**src/rtl/txl1_pkg.sv**
```systemverilog
`timescale 1ns/1ps
// Shared types for the transactional L1 engine.
// Line state encoding: I = 00, S = 01, M = 11.
package txl1_pkg;
    typedef enum logic [1:0] {
        LS_I = 2'b00,
        LS_S = 2'b01,
        LS_M = 2'b11
    } line_state_e;

    typedef enum logic {
        WK_IDLE = 1'b0,
        WK_WALK = 1'b1
    } walk_mode_e;
endpackage

```
**src/rtl/txl1_array.sv**
```systemverilog
`timescale 1ns/1ps
// Direct-mapped tag/state/mark/data array.
// Each line is held in its own flops so that an abort can clear every
// marked line in one cycle. Two read ports: a lookup port for accesses and
// fills, and a walk port for the commit sequencer.
// Assumes the controller never issues a fill, store or invalidate in the
// cycle it asserts flash_abort.
module txl1_array
    import txl1_pkg::*;
#(
    parameter int IDX_W  = 4,
    parameter int TAG_W  = 8,
    parameter int DATA_W = 32
) (
    input  logic              clk,
    input  logic              rst_n,
    input  logic              fill_en,
    input  logic [IDX_W-1:0]  fill_idx,
    input  logic [TAG_W-1:0]  fill_tag,
    input  logic              fill_dirty,
    input  logic              fill_tx,
    input  logic [DATA_W-1:0] fill_data,
    input  logic              st_en,
    input  logic [IDX_W-1:0]  st_idx,
    input  logic              st_tx,
    input  logic [DATA_W-1:0] st_data,
    input  logic              inv_en,
    input  logic [IDX_W-1:0]  inv_idx,
    input  logic              flash_abort,
    input  logic [IDX_W-1:0]  lk_idx,
    output logic [TAG_W-1:0]  lk_tag,
    output logic              lk_valid,
    output logic              lk_dirty,
    output logic              lk_tx,
    output logic [DATA_W-1:0] lk_data,
    input  logic [IDX_W-1:0]  wk_idx,
    output logic [TAG_W-1:0]  wk_tag,
    output logic              wk_valid,
    output logic              wk_dirty,
    output logic              wk_tx,
    output logic [DATA_W-1:0] wk_data
);
    localparam int LINES = 1 << IDX_W;

    logic [LINES-1:0][1:0]        st_flat;
    logic [LINES-1:0]             tx_vec;
    logic [LINES-1:0][TAG_W-1:0]  tag_flat;
    logic [LINES-1:0][DATA_W-1:0] data_flat;

    for (genvar g = 0; g < LINES; g++) begin : g_line
        line_state_e       st_r;
        logic              tx_r;
        logic [TAG_W-1:0]  tag_r;
        logic [DATA_W-1:0] data_r;

        // Per-line update: abort clear, walk invalidate, fill, store hit.
        always_ff @(posedge clk) begin
            if (!rst_n) begin
                st_r   <= LS_I;
                tx_r   <= 1'b0;
                tag_r  <= '0;
                data_r <= '0;
            end else if (flash_abort) begin
                if (tx_r) begin
                    st_r <= LS_I;
                    tx_r <= 1'b0;
                end
            end else if (inv_en && inv_idx == IDX_W'(g)) begin
                st_r <= LS_I;
                tx_r <= 1'b0;
            end else if (fill_en && fill_idx == IDX_W'(g)) begin
                st_r   <= fill_dirty ? LS_M : LS_S;
                tx_r   <= fill_tx;
                tag_r  <= fill_tag;
                data_r <= fill_data;
            end else if (st_en && st_idx == IDX_W'(g)) begin
                st_r   <= LS_M;
                data_r <= st_data;
                if (st_tx) begin
                    tx_r <= 1'b1;
                end
            end
        end

        assign st_flat[g]   = st_r;
        assign tx_vec[g]    = tx_r;
        assign tag_flat[g]  = tag_r;
        assign data_flat[g] = data_r;
    end

    // Lookup port read.
    always_comb begin
        lk_tag   = tag_flat[lk_idx];
        lk_valid = st_flat[lk_idx] != LS_I;
        lk_dirty = st_flat[lk_idx] == LS_M;
        lk_tx    = tx_vec[lk_idx];
        lk_data  = data_flat[lk_idx];
    end

    // Walk port read.
    always_comb begin
        wk_tag   = tag_flat[wk_idx];
        wk_valid = st_flat[wk_idx] != LS_I;
        wk_dirty = st_flat[wk_idx] == LS_M;
        wk_tx    = tx_vec[wk_idx];
        wk_data  = data_flat[wk_idx];
    end

    AST_ABORT_CLEARS_MARKS: assert property (@(posedge clk) disable iff (!rst_n)
        flash_abort |=> (tx_vec == '0));
endmodule

```
**src/rtl/txl1_ctrl.sv**
```systemverilog
`timescale 1ns/1ps
// Commit/abort sequencer.
// Abort: one cycle, flash-clears marked lines. Commit: walks indices
// 0..2^IDX_W-1, one per cycle, requesting a victim writeback for modified
// marked lines and stalling until the victim port is ready. Raises a
// one-cycle done pulse after either operation. Abort wins over commit.
module txl1_ctrl
    import txl1_pkg::*;
#(
    parameter int IDX_W = 4
) (
    input  logic             clk,
    input  logic             rst_n,
    input  logic             commit_req,
    input  logic             abort_req,
    input  logic             wk_valid,
    input  logic             wk_dirty,
    input  logic             wk_tx,
    input  logic             vc_ready,
    output logic             busy,
    output logic             op_free,
    output logic [IDX_W-1:0] wk_idx,
    output logic             wb_req,
    output logic             wb_inv,
    output logic             flash_abort,
    output logic             done
);
    localparam logic [IDX_W-1:0] LAST_IDX = {IDX_W{1'b1}};

    walk_mode_e       mode_q;
    logic [IDX_W-1:0] idx_q;
    logic             done_q;
    logic             mark_line;
    logic             advance;

    // Decode the action for the line under the walk pointer.
    always_comb begin
        mark_line   = wk_valid && wk_tx;
        wb_req      = (mode_q == WK_WALK) && mark_line && wk_dirty;
        wb_inv      = (mode_q == WK_WALK) && mark_line && (!wk_dirty || vc_ready);
        advance     = (mode_q == WK_WALK) && !(wb_req && !vc_ready);
        flash_abort = (mode_q == WK_IDLE) && abort_req;
    end

    // Mode, walk pointer and done pulse.
    always_ff @(posedge clk) begin
        if (!rst_n) begin
            mode_q <= WK_IDLE;
            idx_q  <= '0;
            done_q <= 1'b0;
        end else begin
            done_q <= 1'b0;
            case (mode_q)
                WK_IDLE: begin
                    if (abort_req) begin
                        done_q <= 1'b1;
                    end else if (commit_req) begin
                        mode_q <= WK_WALK;
                        idx_q  <= '0;
                    end
                end
                default: begin
                    if (advance) begin
                        if (idx_q == LAST_IDX) begin
                            mode_q <= WK_IDLE;
                            done_q <= 1'b1;
                        end else begin
                            idx_q <= idx_q + 1'b1;
                        end
                    end
                end
            endcase
        end
    end

    assign busy    = (mode_q == WK_WALK);
    assign op_free = (mode_q == WK_IDLE) && !commit_req && !abort_req;
    assign wk_idx  = idx_q;
    assign done    = done_q;

    AST_STALL_HOLDS_INDEX: assert property (@(posedge clk) disable iff (!rst_n)
        (wb_req && !vc_ready) |=> (busy && $stable(wk_idx)));
endmodule

```
**src/rtl/txl1_route.sv**
```systemverilog
`timescale 1ns/1ps
// Steers a line leaving the array to the victim-store or next-level port.
// Commit writebacks always use the victim port with the commit flag set.
// Displaced lines go by their transaction mark. Reports whether the chosen
// port can take a displaced line this cycle.
// Assumes a commit writeback and a displacement never coincide.
module txl1_route #(
    parameter int ADDR_W = 12,
    parameter int DATA_W = 32
) (
    input  logic              clk,
    input  logic              rst_n,
    input  logic              ev_req,
    input  logic              ev_tx,
    input  logic              ev_dirty,
    input  logic [ADDR_W-1:0] ev_addr,
    input  logic [DATA_W-1:0] ev_data,
    input  logic              wb_req,
    input  logic [ADDR_W-1:0] wb_addr,
    input  logic [DATA_W-1:0] wb_data,
    input  logic              vc_ready,
    input  logic              nl_ready,
    output logic              ev_ok,
    output logic              vc_valid,
    output logic [ADDR_W-1:0] vc_addr,
    output logic [DATA_W-1:0] vc_data,
    output logic              vc_dirty,
    output logic              vc_commit,
    output logic              nl_valid,
    output logic [ADDR_W-1:0] nl_addr,
    output logic [DATA_W-1:0] nl_data,
    output logic              nl_dirty
);
    // Victim port: commit writeback first, else a marked displacement.
    always_comb begin
        vc_valid  = wb_req || (ev_req && ev_tx);
        vc_commit = wb_req;
        vc_addr   = wb_req ? wb_addr : ev_addr;
        vc_data   = wb_req ? wb_data : ev_data;
        vc_dirty  = wb_req ? 1'b1 : ev_dirty;
    end

    // Next-level port: unmarked displacements only.
    always_comb begin
        nl_valid = ev_req && !ev_tx;
        nl_addr  = ev_addr;
        nl_data  = ev_data;
        nl_dirty = ev_dirty;
    end

    // Ready of the port that a displacement would use.
    assign ev_ok = !ev_req || (ev_tx ? vc_ready : nl_ready);

    AST_SINGLE_DESTINATION: assert property (@(posedge clk) disable iff (!rst_n)
        !(vc_valid && nl_valid));
    AST_NO_PORT_CLASH: assert property (@(posedge clk) disable iff (!rst_n)
        !(wb_req && ev_req));
endmodule

```
**src/rtl/txl1_engine.sv**
```systemverilog
`timescale 1ns/1ps
// Transactional L1 engine top.
// Accepts processor loads/stores (hit/miss reported one cycle later),
// directory fills that may displace the resident line, and transaction
// commit/abort requests. Displaced lines and commit writebacks leave through
// the router. Assumes store upgrades are already granted by the directory.
module txl1_engine
    import txl1_pkg::*;
#(
    parameter int IDX_W  = 4,
    parameter int TAG_W  = 8,
    parameter int DATA_W = 32
) (
    input  logic                   clk,
    input  logic                   rst_n,
    input  logic                   cpu_valid,
    output logic                   cpu_ready,
    input  logic                   cpu_write,
    input  logic                   cpu_tx,
    input  logic [TAG_W+IDX_W-1:0] cpu_addr,
    input  logic [DATA_W-1:0]      cpu_wdata,
    output logic                   rsp_valid,
    output logic                   rsp_hit,
    output logic [DATA_W-1:0]      rsp_rdata,
    input  logic                   fill_valid,
    output logic                   fill_ready,
    input  logic [TAG_W+IDX_W-1:0] fill_addr,
    input  logic [DATA_W-1:0]      fill_data,
    input  logic                   fill_dirty,
    input  logic                   fill_tx,
    input  logic                   tx_commit,
    input  logic                   tx_abort,
    output logic                   tx_done,
    output logic                   vc_valid,
    input  logic                   vc_ready,
    output logic [TAG_W+IDX_W-1:0] vc_addr,
    output logic [DATA_W-1:0]      vc_data,
    output logic                   vc_dirty,
    output logic                   vc_commit,
    output logic                   nl_valid,
    input  logic                   nl_ready,
    output logic [TAG_W+IDX_W-1:0] nl_addr,
    output logic [DATA_W-1:0]      nl_data,
    output logic                   nl_dirty
);
    localparam int ADDR_W = TAG_W + IDX_W;

    logic [IDX_W-1:0]  cpu_idx, fill_idx, lk_idx, wk_idx;
    logic [TAG_W-1:0]  cpu_tag, fill_tag, lk_tag, wk_tag;
    logic              lk_valid, lk_dirty, lk_tx;
    logic [DATA_W-1:0] lk_data, wk_data;
    logic              wk_valid, wk_dirty, wk_tx;
    logic              busy, op_free, wb_req, wb_inv, flash_abort;
    logic              ev_req, ev_ok, fill_fire, cpu_fire, hit, st_en;

    assign cpu_idx  = cpu_addr[IDX_W-1:0];
    assign cpu_tag  = cpu_addr[IDX_W +: TAG_W];
    assign fill_idx = fill_addr[IDX_W-1:0];
    assign fill_tag = fill_addr[IDX_W +: TAG_W];

    // Request arbitration: fills before accesses, both held off by txn ops.
    always_comb begin
        lk_idx     = fill_valid ? fill_idx : cpu_idx;
        ev_req     = fill_valid && op_free && lk_valid;
        fill_ready = op_free && ev_ok;
        fill_fire  = fill_valid && fill_ready;
        cpu_ready  = op_free && !fill_valid;
        cpu_fire   = cpu_valid && cpu_ready;
        hit        = lk_valid && (lk_tag == cpu_tag);
        st_en      = cpu_fire && cpu_write && hit;
    end

    // Access response register.
    always_ff @(posedge clk) begin
        if (!rst_n) begin
            rsp_valid <= 1'b0;
            rsp_hit   <= 1'b0;
            rsp_rdata <= '0;
        end else begin
            rsp_valid <= cpu_fire;
            rsp_hit   <= cpu_fire && hit;
            rsp_rdata <= (cpu_fire && hit) ? (cpu_write ? cpu_wdata : lk_data) : '0;
        end
    end

    txl1_array #(
        .IDX_W  (IDX_W),
        .TAG_W  (TAG_W),
        .DATA_W (DATA_W)
    ) u_array (
        .clk         (clk),
        .rst_n       (rst_n),
        .fill_en     (fill_fire),
        .fill_idx    (fill_idx),
        .fill_tag    (fill_tag),
        .fill_dirty  (fill_dirty),
        .fill_tx     (fill_tx),
        .fill_data   (fill_data),
        .st_en       (st_en),
        .st_idx      (cpu_idx),
        .st_tx       (cpu_tx),
        .st_data     (cpu_wdata),
        .inv_en      (wb_inv),
        .inv_idx     (wk_idx),
        .flash_abort (flash_abort),
        .lk_idx      (lk_idx),
        .lk_tag      (lk_tag),
        .lk_valid    (lk_valid),
        .lk_dirty    (lk_dirty),
        .lk_tx       (lk_tx),
        .lk_data     (lk_data),
        .wk_idx      (wk_idx),
        .wk_tag      (wk_tag),
        .wk_valid    (wk_valid),
        .wk_dirty    (wk_dirty),
        .wk_tx       (wk_tx),
        .wk_data     (wk_data)
    );

    txl1_ctrl #(
        .IDX_W (IDX_W)
    ) u_ctrl (
        .clk         (clk),
        .rst_n       (rst_n),
        .commit_req  (tx_commit),
        .abort_req   (tx_abort),
        .wk_valid    (wk_valid),
        .wk_dirty    (wk_dirty),
        .wk_tx       (wk_tx),
        .vc_ready    (vc_ready),
        .busy        (busy),
        .op_free     (op_free),
        .wk_idx      (wk_idx),
        .wb_req      (wb_req),
        .wb_inv      (wb_inv),
        .flash_abort (flash_abort),
        .done        (tx_done)
    );

    txl1_route #(
        .ADDR_W (ADDR_W),
        .DATA_W (DATA_W)
    ) u_route (
        .clk       (clk),
        .rst_n     (rst_n),
        .ev_req    (ev_req),
        .ev_tx     (lk_tx),
        .ev_dirty  (lk_dirty),
        .ev_addr   ({lk_tag, fill_idx}),
        .ev_data   (lk_data),
        .wb_req    (wb_req),
        .wb_addr   ({wk_tag, wk_idx}),
        .wb_data   (wk_data),
        .vc_ready  (vc_ready),
        .nl_ready  (nl_ready),
        .ev_ok     (ev_ok),
        .vc_valid  (vc_valid),
        .vc_addr   (vc_addr),
        .vc_data   (vc_data),
        .vc_dirty  (vc_dirty),
        .vc_commit (vc_commit),
        .nl_valid  (nl_valid),
        .nl_addr   (nl_addr),
        .nl_data   (nl_data),
        .nl_dirty  (nl_dirty)
    );

    AST_WALK_BLOCKS_REQUESTS: assert property (@(posedge clk) disable iff (!rst_n)
        busy |-> (!cpu_ready && !fill_ready));
    AST_WALK_END_SIGNALS_DONE: assert property (@(posedge clk) disable iff (!rst_n)
        $fell(busy) |-> tx_done);
    AST_COMMIT_WB_ONLY_IN_WALK: assert property (@(posedge clk) disable iff (!rst_n)
        (vc_valid && vc_commit) |-> busy);
endmodule

```
**config.mk**
```make
export PLATFORM = sky130hd
export DESIGN_NAME = txl1_engine
export DESIGN_NICKNAME = d
export VERILOG_FILES = /design/src/rtl/txl1_pkg.sv /design/src/rtl/txl1_array.sv /design/src/rtl/txl1_ctrl.sv /design/src/rtl/txl1_route.sv /design/src/rtl/txl1_engine.sv
export SDC_FILE = /design/constraint.sdc
export NUM_CORES = 2
export LEC_CHECK = 0
export BUFFER_PORTS_ARGS = -buffer_cell sky130_fd_sc_hd__buf_4
export CORE_ASPECT_RATIO = 0.6
export CORE_MARGIN = 5
export CORE_UTILIZATION = 40
export DETAILED_ROUTE_END_ITERATION = 16
export MAX_ROUTING_LAYER = met4
export PLACE_DENSITY = 0.55
export SLEW_MARGIN = 5
export SYNTH_ARGS = -nofsm -noshare
export SYNTH_HDL_FRONTEND = slang
export SYNTH_SLANG_ARGS = --single-unit
```
**constraint.sdc**
```tcl
create_clock -name clk -period 4.4 [get_ports clk]
set_input_delay 0.66 -clock clk [delete_from_list [all_inputs] [get_ports clk]]
set_output_delay 0.66 -clock clk [all_outputs]
set_load 0.05 [all_outputs]
```
==> metrics.md <==
| Metric | Value |
|---|---|
| DP Area | roughly 48000 um^2 |
| Std-Cell Rows | 93 |
| Tot GR Track Use | a little under a third |
| Distinct cells, synth | 84 |
| Compound-Gate Fraction of Synth Area | about 17% |
| Seq/Total Area, Yosys | 33.9% |
| WP data arrival | 3.65 ns |
| CTS buffer count | between 70 and 80 |
| Status | finished, final reports clean |
| Vias in the first global route | around 35000 |
| Period utilisation layout | between 90% and 100% |
| Max-slew violations | 0 |
| Routed wire length per instance | about 30 um |
| RePlAce Congestion | roughly 0.96 |
| ANT nets after route | 0 |
| WS Path Type | reg2out |
| Initial antenna violation count | 9 |
| Synth async-reset ratio | 0% |
| Clk slew on worst S/H paths | 0.07 ns |
| Total number of yosys warnings | 0 |
| Leakage Power | 0.0174 uW |
| Via Count | 38300 |
| IO buf count | 229 |
| Highest clock rate | 0.232 GHz |
| Cell Area, Synth | around 43000 um^2 |
| Layout cells sized above 1 | around 26% |
| CP required | roughly 3.7 ns |
| Synthesized flop and latch total | about 730 |
| H-tree levels | 3 |
| Worst slew margin | 21.0% |
| Synth area leaders | dfxtp_1 34%, mux4_2 19%, mux2i_1 9.1%, nand2_1 5.7%, a21oi_1 5.6% |
| Clock root buffer | clkbuf_16 |
| RSZ-0062 raised after global routing | yes |
| Die width | 433 um |
| EDFF count, synth | 0 |
| Simple-Gate Fraction of Synth Area | around an eighth |
| Clock Skews | roughly 0.025 ns |
| Vias per inst | approximately 6.3 |
| Max clock buf depth | 3 |
| Overflow after GRT | 0 |
| CP max FO | 24 |
| Power per cell area | around 310 nW/um^2 |
| DRT Pass-1 Iters | 6 |
| Syn Nets | approximately 4600 |
| DRC viols | 0 |
| Synth Flop Type | dfxtp_1 |
| Dpl hpwl | 113000 um |
| Number of hold violations in the final report | 0 |
| Drt total wl | between 150000 and 200000 um |
| Fin crit period | between 4 and 5 ns |
| CTS Sinks | approximately 730 |
| CP startpoint | u_ctrl.wk_idx[0] |
| Fin util | between 40% and 50% |
| Critical Path End Type | output pin |
| Top cell type's share of synthesized area | around a third |
| Peak VDD IR | roughly 0.26 mV |
| Mux contribution to synthesized area | roughly 30% |
| Final Cell Area | between 50000 and 60000 um^2 |
| Setup-failing EPs final | 0 |
| Worst skew pair latency | roughly 0.7 ns |
| Min-Delay Path Class | in2reg |
| Io pins | 230 |
| First-pass GRT wire length | about 260000 um |
| Xor-xnor portion of the synthesized cell area | less than 1% |
| Syn Inst Count | around 4500 |
| Worst r2r src | u_array.g_line[3].tag_r[1] |
| CTS tree | done |
| Post-synthesis adder-cell area fraction | less than 1% |
| Largest net degree at the start of global routing | between 200 and 250 |
| Max-Cap Viols | 0 |
| 1st-iter DRT viols | ~5400 |
| Largest family of logic cells by synthesized area | multiplexers |
| Core Area | between 100000 and 150000 um^2 |
| Startpoint Class | register |
| Worst-Margin Slew | approximately 1.2 ns |
| Final net count | 4704 |
| Syn_area_per_cell | between 9 and 10 um^2 |
| Die Ht | 264 um |
| Total die area | 114000 um^2 |
| Initial Util | 40.2% |
| Area Growth Syn to Fin | 18.0% |
| Area leader, netlist | dfxtp_1 |
| Min-delay src | fill_addr[7] |
[cells in the mapped netlist (all sizes together), types with 14 or more instances]
master  count
nor4       15
mux4      356
nand2     652
inv        18
nand3      72
a311oi     65
clkbuf    317
buf       215
a21oi     478
and2       40
nor3       22
o21ai     323
mux2i     391
and3       17
a31oi      44
dfxtp     728
a32oi      14
nor2      408
mux2       79
a211oi     35
o221a     126
[kinds of logic after synthesis]
group | Yosys count
and+or+nand+nor | 1273
AOI/OAI and AO/OA | 1138
muxes | 826
DFF | 728
buffers and inverters | 558
xor gates and xnor gates | 8
adders and majority gates | 4
[power by group]
part / switching [uW] / internal [uW] / leakage [uW]
logic: 1420 / 704 / 0.0103
clock network: 3080 / 3760 / 0.00124
registers: 38.2 / 6620 / 0.00587
[metal layers]
metal  vias up  global-route usage (%)  part of all wire [%]
li1      16900                       -                     -
met2      2220                    42.5                    42
met4         0                    9.35                   3.0
met5         -                       -                     0
met1     18900                    44.4                    44
met3       315                    8.04                    11
[path summary, 6_finish.rpt]
| path | end | depth (start not counted) | slack, ns |
|---|---|---|---|
| max | vc_data[7] | 7 | 0.09 |
| min | u_array.g_line[4].tag_r[3] | 3 | 0.32 |
| max reg2reg | u_array.g_line[0].data_r[17] | 12 | 0.68 |
| min reg2reg | u_array.g_line[7].tag_r[6] | 2 | 0.47 |
[metrics by stage]
step / power (uW) / cells / worst slack (ns) / hold WS [ns] / setup TNS (ns)
after global routing: 16100 / 6094 / -0.000505 / 0.308 / -0.000505
after floorplan: 8140 / 4535 / -0.257 / 0.439 / -0.349
final: 15600 / 6094 / 0.0874 / 0.321 / 0
after CTS: 15700 / 6081 / -0.00468 / 0.267 / -0.00579
after detailed placement: 8900 / 5944 / -0.140 / 0.457 / -4.41
after global placement: 8890 / 5944 / -0.181 / 0.449 / -7.80
[state kept, by name, summed over array words and instances (netlist names)]
signal / cells
u_array.g_line.tag_r: 128
u_array.g_line.st_r: 32
rsp_rdata: 32
u_ctrl.wk_idx: 4
u_ctrl.done: 1
u_ctrl.busy: 1
u_array.g_line.tx_r: 16
rsp_hit: 1
u_array.g_line.data_r: 512
rsp_valid: 1
[repair_timing]
action                                  4_1_cts  5_1_grt
cloned                                        0        1
pin swaps                                     0        1
endpoints found under the setup margin        2       26
buffers inserted                              0        1
gates resized for setup                       1        0
hold buffers                                  0        0
[cell type report]
class,count,area [um^2]
diodes,11,27.5
clock buffers,105,2150
clock inverters,32,375
fillers,10000,56300
inverters,18,76.3
multi-input cells,3249,26400
flip-flops and latches,728,14600
well taps,1425,1780
repair buffers,526,5330
[cells in the final DEF, fill, tap and decap left out, types with 18 or more instances in the layout]
cell type and instances:
clkbuf_16 78, o221a_1 116, buf_12 107, a31oi_4 21, buf_4 416, and2_1 39
mux2_2 48, a21oi_1 477, mux2i_1 388, nand3_1 56, nor2_1 408, nor3_1 18
nand2_1 647, o21ai_0 320, mux2_4 29, dfxtp_1 724, a311oi_1 65, a211oi_1 35
mux4_2 356
[worst max-delay path, stage by stage, from the launching register on]
cell and delay (ns):
dfxtp_4 0.61, mux4_2 0.60, mux4_2 0.53, o211ai_1 0.13
buf_4 0.17, buf_12 0.30, mux2_2 0.38, buf_4 0.19
Power figures use the tool's default switching activity.
